## src/rtl/wv_pkg.sv

```systemverilog
package wv_pkg;

  typedef enum logic [1:0] {
    PIX_BG    = 2'b00,
    PIX_AXIS  = 2'b01,
    PIX_TRACE = 2'b10
  } pix_t;

  typedef struct packed {
    logic de;
    logic hsync;
    logic vsync;
  } tim_t;

endpackage

```

## src/rtl/wv_raster.sv

```systemverilog
module wv_raster
  import wv_pkg::*;
#(
  parameter int H_ACT  = 800,
  parameter int H_FP   = 40,
  parameter int H_SYNC = 128,
  parameter int H_BP   = 88,
  parameter int V_ACT  = 600,
  parameter int V_FP   = 1,
  parameter int V_SYNC = 4,
  parameter int V_BP   = 23,
  localparam int H_TOTAL = H_ACT + H_FP + H_SYNC + H_BP,
  localparam int V_TOTAL = V_ACT + V_FP + V_SYNC + V_BP,
  localparam int HW = $clog2(H_TOTAL),
  localparam int VW = $clog2(V_TOTAL)
) (
  input  logic          clk,
  input  logic          rst_n,
  output logic [HW-1:0] hcnt,
  output logic [VW-1:0] vcnt,
  output tim_t          tim
);

  localparam logic [HW-1:0] H_LAST  = HW'(H_TOTAL - 1);
  localparam logic [VW-1:0] V_LAST  = VW'(V_TOTAL - 1);
  localparam logic [HW-1:0] HS_FROM = HW'(H_ACT + H_FP);
  localparam logic [HW-1:0] HS_TO   = HW'(H_ACT + H_FP + H_SYNC);
  localparam logic [VW-1:0] VS_FROM = VW'(V_ACT + V_FP);
  localparam logic [VW-1:0] VS_TO   = VW'(V_ACT + V_FP + V_SYNC);

  logic line_end;
  assign line_end = (hcnt == H_LAST);

  always_ff @(posedge clk) begin
    if (!rst_n) begin
      hcnt <= '0;
      vcnt <= '0;
    end else if (line_end) begin
      hcnt <= '0;
      vcnt <= (vcnt == V_LAST) ? '0 : vcnt + 1'b1;
    end else begin
      hcnt <= hcnt + 1'b1;
    end
  end

  always_comb begin
    tim.de    = (hcnt < HW'(H_ACT)) && (vcnt < VW'(V_ACT));
    tim.hsync = (hcnt >= HS_FROM) && (hcnt < HS_TO);
    tim.vsync = (vcnt >= VS_FROM) && (vcnt < VS_TO);
  end

  // the line wraps to position zero after its last position
  a_r1_line_wrap: assert property (@(posedge clk) disable iff (!rst_n)
    line_end |=> (hcnt == '0));

  // the line counter only moves at a line end
  a_r2_line_hold: assert property (@(posedge clk) disable iff (!rst_n)
    !line_end |=> $stable(vcnt));

endmodule

```

## src/rtl/wv_slice.sv

```systemverilog
module wv_slice #(
  parameter int SAMPLE_W = 29,
  parameter int SLICE_W  = 9,
  localparam int OFS_W   = $clog2(SAMPLE_W),
  localparam int EXT_W   = SAMPLE_W + SLICE_W
) (
  input  logic [SAMPLE_W-1:0]       sample,
  input  logic [OFS_W-1:0]          offset,
  output logic signed [SLICE_W-1:0] win
);

  // sign-extend by a full window so any offset reads sign above the MSB
  logic signed [EXT_W-1:0] ext;
  assign ext = {{SLICE_W{sample[SAMPLE_W-1]}}, sample};
  assign win = SLICE_W'(ext >>> offset);

endmodule

```

## src/rtl/wv_pixel.sv

```systemverilog
module wv_pixel
  import wv_pkg::*;
#(
  parameter int SLICE_W   = 9,
  parameter int PLOT_W    = 512,
  parameter int PLOT_LEFT = 144,
  parameter int PLOT_TOP  = 44,
  parameter int HW        = 11,
  parameter int VW        = 10,
  localparam int ADDR_W   = $clog2(PLOT_W),
  localparam int PLOT_H   = 2 ** SLICE_W,
  localparam int HALF     = PLOT_H / 2
) (
  input  logic                      clk,
  input  logic                      rst_n,
  input  logic [HW-1:0]             hcnt,
  input  logic [VW-1:0]             vcnt,
  input  tim_t                      tim_in,
  output logic                      rd_en,
  output logic [ADDR_W-1:0]         rd_addr,
  input  logic signed [SLICE_W-1:0] win,
  output tim_t                      tim_out,
  output pix_t                      pix_out
);

  localparam logic [SLICE_W-1:0] AXIS_ROW = SLICE_W'(HALF - 1);

  logic in_x, in_y;
  logic [SLICE_W-1:0] row_now;

  assign in_x    = (hcnt >= HW'(PLOT_LEFT)) && (hcnt < HW'(PLOT_LEFT + PLOT_W));
  assign in_y    = (vcnt >= VW'(PLOT_TOP))  && (vcnt < VW'(PLOT_TOP + PLOT_H));
  assign rd_en   = in_x && in_y;
  assign rd_addr = ADDR_W'(hcnt - HW'(PLOT_LEFT));
  assign row_now = SLICE_W'(vcnt - VW'(PLOT_TOP));

  // stage 1: position waits while the buffer word is fetched
  tim_t               s1_tim;
  logic               s1_plot;
  logic [SLICE_W-1:0] s1_row;

  always_ff @(posedge clk) begin
    if (!rst_n) begin
      s1_tim  <= '0;
      s1_plot <= 1'b0;
      s1_row  <= '0;
    end else begin
      s1_tim  <= tim_in;
      s1_plot <= rd_en;
      s1_row  <= row_now;
    end
  end

  // row that the window value lands on, kept in window arithmetic
  logic [SLICE_W-1:0] lit_row;
  pix_t               pix_next;

  assign lit_row = AXIS_ROW - $unsigned(win);

  always_comb begin
    pix_next = PIX_BG;
    if (s1_tim.de && s1_plot) begin
      if (s1_row == lit_row)       pix_next = PIX_TRACE;
      else if (s1_row == AXIS_ROW) pix_next = PIX_AXIS;
    end
  end

  // stage 2: registered outputs, sync kept in step with the pixel
  always_ff @(posedge clk) begin
    if (!rst_n) begin
      tim_out <= '0;
      pix_out <= PIX_BG;
    end else begin
      tim_out <= s1_tim;
      pix_out <= pix_next;
    end
  end

  // nothing lit while video is inactive
  a_r3_dark_blank: assert property (@(posedge clk) disable iff (!rst_n)
    !tim_out.de |-> (pix_out == PIX_BG));

  // reads stay inside the buffer
  a_r4_addr_range: assert property (@(posedge clk) disable iff (!rst_n)
    rd_en |-> ({1'b0, rd_addr} < (ADDR_W + 1)'(PLOT_W)));

  // consecutive reads on a line walk the buffer by one
  a_r4_addr_step: assert property (@(posedge clk) disable iff (!rst_n)
    (rd_en && $past(rd_en) && (rd_addr != '0)) |-> (rd_addr == $past(rd_addr) + 1'b1));

  // the axis code appears only on the zero row
  a_r7_axis_row: assert property (@(posedge clk) disable iff (!rst_n)
    (pix_out == PIX_AXIS) |-> ($past(s1_row) == AXIS_ROW));

endmodule

```

## src/rtl/wave_trace_viewer.sv

```systemverilog
module wave_trace_viewer
  import wv_pkg::*;
#(
  parameter int SAMPLE_W  = 29,
  parameter int SLICE_W   = 9,
  parameter int PLOT_W    = 512,
  parameter int PLOT_LEFT = 144,
  parameter int PLOT_TOP  = 44,
  parameter int H_ACT     = 800,
  parameter int H_FP      = 40,
  parameter int H_SYNC    = 128,
  parameter int H_BP      = 88,
  parameter int V_ACT     = 600,
  parameter int V_FP      = 1,
  parameter int V_SYNC    = 4,
  parameter int V_BP      = 23,
  localparam int OFS_W    = $clog2(SAMPLE_W),
  localparam int ADDR_W   = $clog2(PLOT_W)
) (
  input  logic                clk,
  input  logic                rst_n,
  input  logic [OFS_W-1:0]    bit_offset,
  output logic                rd_en,
  output logic [ADDR_W-1:0]   rd_addr,
  input  logic [SAMPLE_W-1:0] rd_data,
  output logic                hsync,
  output logic                vsync,
  output logic                de,
  output logic [1:0]          pix
);

  localparam int HW = $clog2(H_ACT + H_FP + H_SYNC + H_BP);
  localparam int VW = $clog2(V_ACT + V_FP + V_SYNC + V_BP);

  logic [HW-1:0]             hcnt;
  logic [VW-1:0]             vcnt;
  tim_t                      tim_raw, tim_out;
  logic signed [SLICE_W-1:0] win;
  pix_t                      pix_code;

  wv_raster #(
    .H_ACT(H_ACT), .H_FP(H_FP), .H_SYNC(H_SYNC), .H_BP(H_BP),
    .V_ACT(V_ACT), .V_FP(V_FP), .V_SYNC(V_SYNC), .V_BP(V_BP)
  ) u_raster (
    .clk  (clk),
    .rst_n(rst_n),
    .hcnt (hcnt),
    .vcnt (vcnt),
    .tim  (tim_raw)
  );

  wv_slice #(
    .SAMPLE_W(SAMPLE_W), .SLICE_W(SLICE_W)
  ) u_slice (
    .sample(rd_data),
    .offset(bit_offset),
    .win   (win)
  );

  wv_pixel #(
    .SLICE_W(SLICE_W), .PLOT_W(PLOT_W), .PLOT_LEFT(PLOT_LEFT),
    .PLOT_TOP(PLOT_TOP), .HW(HW), .VW(VW)
  ) u_pixel (
    .clk    (clk),
    .rst_n  (rst_n),
    .hcnt   (hcnt),
    .vcnt   (vcnt),
    .tim_in (tim_raw),
    .rd_en  (rd_en),
    .rd_addr(rd_addr),
    .win    (win),
    .tim_out(tim_out),
    .pix_out(pix_code)
  );

  assign hsync = tim_out.hsync;
  assign vsync = tim_out.vsync;
  assign de    = tim_out.de;
  assign pix   = pix_code;

  // no sync, video or reads while reset is held
  a_r9_reset_quiet: assert property (@(posedge clk)
    !rst_n |=> !(hsync || vsync || de || (pix != 2'b00)));

endmodule

```

## config.mk

```make
export PLATFORM = sky130hd
export DESIGN_NAME = wave_trace_viewer
export DESIGN_NICKNAME = d
export VERILOG_FILES = /design/src/rtl/wv_pkg.sv /design/src/rtl/wv_raster.sv /design/src/rtl/wv_slice.sv /design/src/rtl/wv_pixel.sv /design/src/rtl/wave_trace_viewer.sv
export SDC_FILE = /design/constraint.sdc
export NUM_CORES = 1
export LEC_CHECK = 0
export ABC_AREA = 1
export ABC_CLOCK_PERIOD_IN_PS = 2800
export CORE_MARGIN = 1
export CORE_UTILIZATION = 45
export CTS_BUF_LIST = sky130_fd_sc_hd__clkbuf_4 sky130_fd_sc_hd__clkbuf_8 sky130_fd_sc_hd__clkbuf_16
export CTS_CLUSTER_DIAMETER = 30
export DETAILED_ROUTE_END_ITERATION = 12
export GPL_ROUTABILITY_DRIVEN = 0
export PLACE_DENSITY = 0.77
export SYNTH_ARGS = -nofsm -noshare
export SYNTH_HDL_FRONTEND = slang
export SYNTH_SLANG_ARGS = --single-unit
```

## constraint.sdc

```tcl
create_clock -name clk -period 2.8 [get_ports clk]
set_input_delay 0.28 -clock clk [delete_from_list [all_inputs] [get_ports clk]]
set_output_delay 0.28 -clock clk [all_outputs]
set_load 0.05 [all_outputs]
```

==> qor.yml <==
run_status:
  outcome: "finished, final reports clean"
layout:
  regArea_um2: 781
  num_antenna_cells: 0
  post-route-util_pct: 55.0
  num-fill-cells: 714
  nNetsFinal: 650
  syn_to_final_growth_pct: 17.4
  layout-drive-gt1-share_pct: 8.96
  multi_input_area_mm2: 0.00224
timing:
  report.final.hold_viol_count: 0
  ratio_of_final_minimum_period_to_clock_period_pct: 90.2
  grt_setup_unrepaired: "false"
  worst_slew_margin_rel_pct: 54.9
  worst_pin_slew_ns: 0.660
  finalWorstPathRequiredPeriod_ns: 2.53
  final-setup-viol-count: 0
  setup_tns_ns: 0
  fin_skew_ns: 0.00523
  slew_violations: 0
  timing.fmax_mhz: 396
logic_synthesis:
  ys_seq_elements: 39
  synth_most_common_cell: "sky130_fd_sc_hd__nand2_1"
  synth-async-reset-ratio_pct: 0
  synth_cells: 563
  synth.largest_area_cell: "sky130_fd_sc_hd__dfxtp_1"
  yosys.cell_types.count: 35
  synthTopCellsByArea: "sky130_fd_sc_hd__dfxtp_1 (23%), sky130_fd_sc_hd__nand3_1 (19%), sky130_fd_sc_hd__nand2_1 (18%)"
  post_synth_top_cells: "sky130_fd_sc_hd__nand2_1 (166), sky130_fd_sc_hd__nand3_1 (131), sky130_fd_sc_hd__inv_1 (50), sky130_fd_sc_hd__dfxtp_1 (39), sky130_fd_sc_hd__nor2_1 (30)"
  average_instance_area_after_synthesis_um2: 6.10
  synth_nets: 611
  postSynth.topFlopCell: "sky130_fd_sc_hd__dfxtp_1"
  yosysWarningCount: 0
  syn-cell-area_mm2: 0.00343
  synth.yosys.seq_area_share_pct: 22.7
  synth_enable_flop_cells: 0
  synthDominantCellAreaShare_pct: 22.7
power_and_ir_drop:
  power.switching_fraction_pct: 30.6
  power.density_cell_area_mw_per_mm2: 358
  power.internal_mw: 1.00
  power_mw: 1.44
  power_frac_seq_pct: 39.5
  p_leak_nw: 1.82
  vdd_ir_drop_max_v: 0.000277
  pwr-share-comb_pct: 26.6
  switching_power_mw: 0.442
  p_clk_share_pct: 33.9
worst_hold_path:
  hold_path_class: "flip-flop to flip-flop"
critical_path:
  crit_start: "u_raster.hcnt[4]"
  worst-r2r-setup-slack_ns: 0.59
  worstSetupPathType: "flip-flop to output port"
  crit_path_end_kind: "output port"
  worstSetupStartpointType: "flip-flop"
  worstReg2RegStart: "u_raster.hcnt[0]"
  timing.critical_path.slowest_stage_cell: "sky130_fd_sc_hd__clkdlybuf4s50_1"
  r2r-end: "u_raster.vcnt[3]"
  largest_stage_delay_worst_path_ns: 0.81
  rr_worst_depth: 8
  worstPathRequired_ns: 2.52
  data_arrival_time_of_the_worst_path_ns: 2.25
  critical_path_fanout_max: 6
  crit_end: "rd_addr[8]"
  critical_path.cell_chain: "inv_1 -> ha_1 -> a21oi_1 -> xor2_1 -> clkdlybuf4s50_1"
die:
  number_of_primary_i_o_pins: 51
  fp.dieH_um: 89.3
  fp-row-count: 31
  initial_utilization_pct: 46.8
  die-area_mm2: 0.00798
  floorplan.core_area_mm2: 0.00733
  die_width_um: 89.3
global_route:
  grt.total_usage_pct: 24.3
  pin_count_of_the_biggest_net_entering_global_routing: 29
  grt_overflow: 0
  via_count_of_the_first_global_routing_pass: 3440
  grt_first_pass_wirelength_mm: 15.3
  grt_antenna_before_repair: 0
clock_tree:
  cts.clk_slew.worst_paths_ns: 0.08
  cts_hold_repair.buffers: 0
  cts_made_buffers: 5
  tritoncts_clock_tree: "yes"
  clock_path_buffers: 2
  number_of_h_tree_levels: 2
  clock-root-buffer: "sky130_fd_sc_hd__clkbuf_8"
  post_cts_repair_resize_count: 0
  cts.sink_count: 39
  worstSkewPairLatency_ns: 0.30
  post-cts-setup-buffer-count: 0
run:
  cap_viol_max_count: 0
detailed_routing:
  ant_nets: 0
  totalWireLength_mm: 9.17
  vias: 3863
  initialDrtViolationCount: 389
  post-route-drc-count: 0
  routedWlPerCell_um: 13.1
  post_drt_via_cell_ratio: 5.50
  drtPass1Iterations: 5
placed_design:
  port-buffer-count: 50
  hpwlAfterDp_mm: 7.05
## worst max-delay path, delay by kind of cell, from the launching register on
kind	cells	cell delay, ns
compound gates	1	0.19
xor+xnor	1	0.16
fa+ha+maj	1	0.24
buf+inv	2	0.92
flops	1	0.43
## registers in the layout, summed over array words and instances, names as in the netlist
register	flops
u_pixel.tim_out	3
u_pixel.pix_out	2
u_pixel.s1_tim	3
u_raster.hcnt	11
u_pixel.s1_plot	1
u_pixel.s1_row	9
u_raster.vcnt	10
## stage by stage
step	cell area, µm²	hold slack, ns	cells	setup WS, ns
floorplan	3430	0.390	563	0.625
global placement	3910	0.393	694	0.483
detailed placement	3910	0.400	694	0.444
CTS	4030	0.418	702	0.262
global route	4030	0.439	702	0.111
finish	4030	0.420	702	0.274
## placed cells by master (no fill, tap or decap), types with 12 or more instances in the layout
cell type,netlist,final
sky130_fd_sc_hd__nand2_1,166,166
sky130_fd_sc_hd__inv_1,50,50
sky130_fd_sc_hd__a21oi_1,23,23
sky130_fd_sc_hd__nand2_2,12,12
sky130_fd_sc_hd__nand3_1,131,131
sky130_fd_sc_hd__nand3_2,14,14
sky130_fd_sc_hd__o21ai_0,13,13
sky130_fd_sc_hd__dfxtp_1,39,39
sky130_fd_sc_hd__clkdlybuf4s50_1,0,49
sky130_fd_sc_hd__ha_1,12,12
sky130_fd_sc_hd__nor2_1,30,30
## how the worst min path moves through the flow
stage          cells after the start                 end  slack [ns]               from
6_report                           2  u_pixel.tim_out[1]        0.42  u_pixel.s1_tim[1]
5_1_grt                            2  u_pixel.tim_out[1]        0.44  u_pixel.s1_tim[1]
4_1_cts                            2  u_pixel.tim_out[1]        0.42  u_pixel.s1_tim[1]
3_5_place_dp                       2  u_pixel.tim_out[1]        0.40  u_pixel.s1_tim[1]
3_3_place_gp                       2  u_pixel.tim_out[1]        0.39  u_pixel.s1_tim[1]
2_1_floorplan                      2  u_pixel.tim_out[0]        0.39  u_pixel.s1_tim[0]
## layer usage
metal / routed length [µm] / track usage (%) / vias up
li1: - / - / 1932
met2: 4100 / 38.7 / 171
met3: 650 / 3.51 / 31
met1: 4140 / 33.1 / 1729
met5: 0 / 0 / -
met4: 278 / 9.96 / 0
## cells by family after synthesis
logic type                 share of synthesized area, %
AOI/OAI and AO/OA                                  7.62
DFF                                                22.7
xor gates and xnor gates                           1.53
adders and majority gates                          4.37
and+or+nand+nor                                    51.7
buffers and inverters                              12.0
## power groups by stage
| stage | Combinational, mW | Sequential, mW | Clock [mW] |
|---|---|---|---|
| floorplan | 0.271 | 0.584 | 0 |
| global placement | 0.372 | 0.583 | 0 |
| detailed placement | 0.377 | 0.583 | 0 |
| CTS | 0.379 | 0.571 | 0.494 |
| global route | 0.428 | 0.571 | 0.518 |
| finish | 0.384 | 0.570 | 0.489 |
## cell type report
type	count	area share [%]
inverter	55	5.25
timing repair buffer	58	13.8
clock inverter	2	0.869
multi-input combinational	443	55.6
tap	99	3.07
clock buffer	6	2.05
sequential	39	19.4
(Power assumes the default switching activity.)
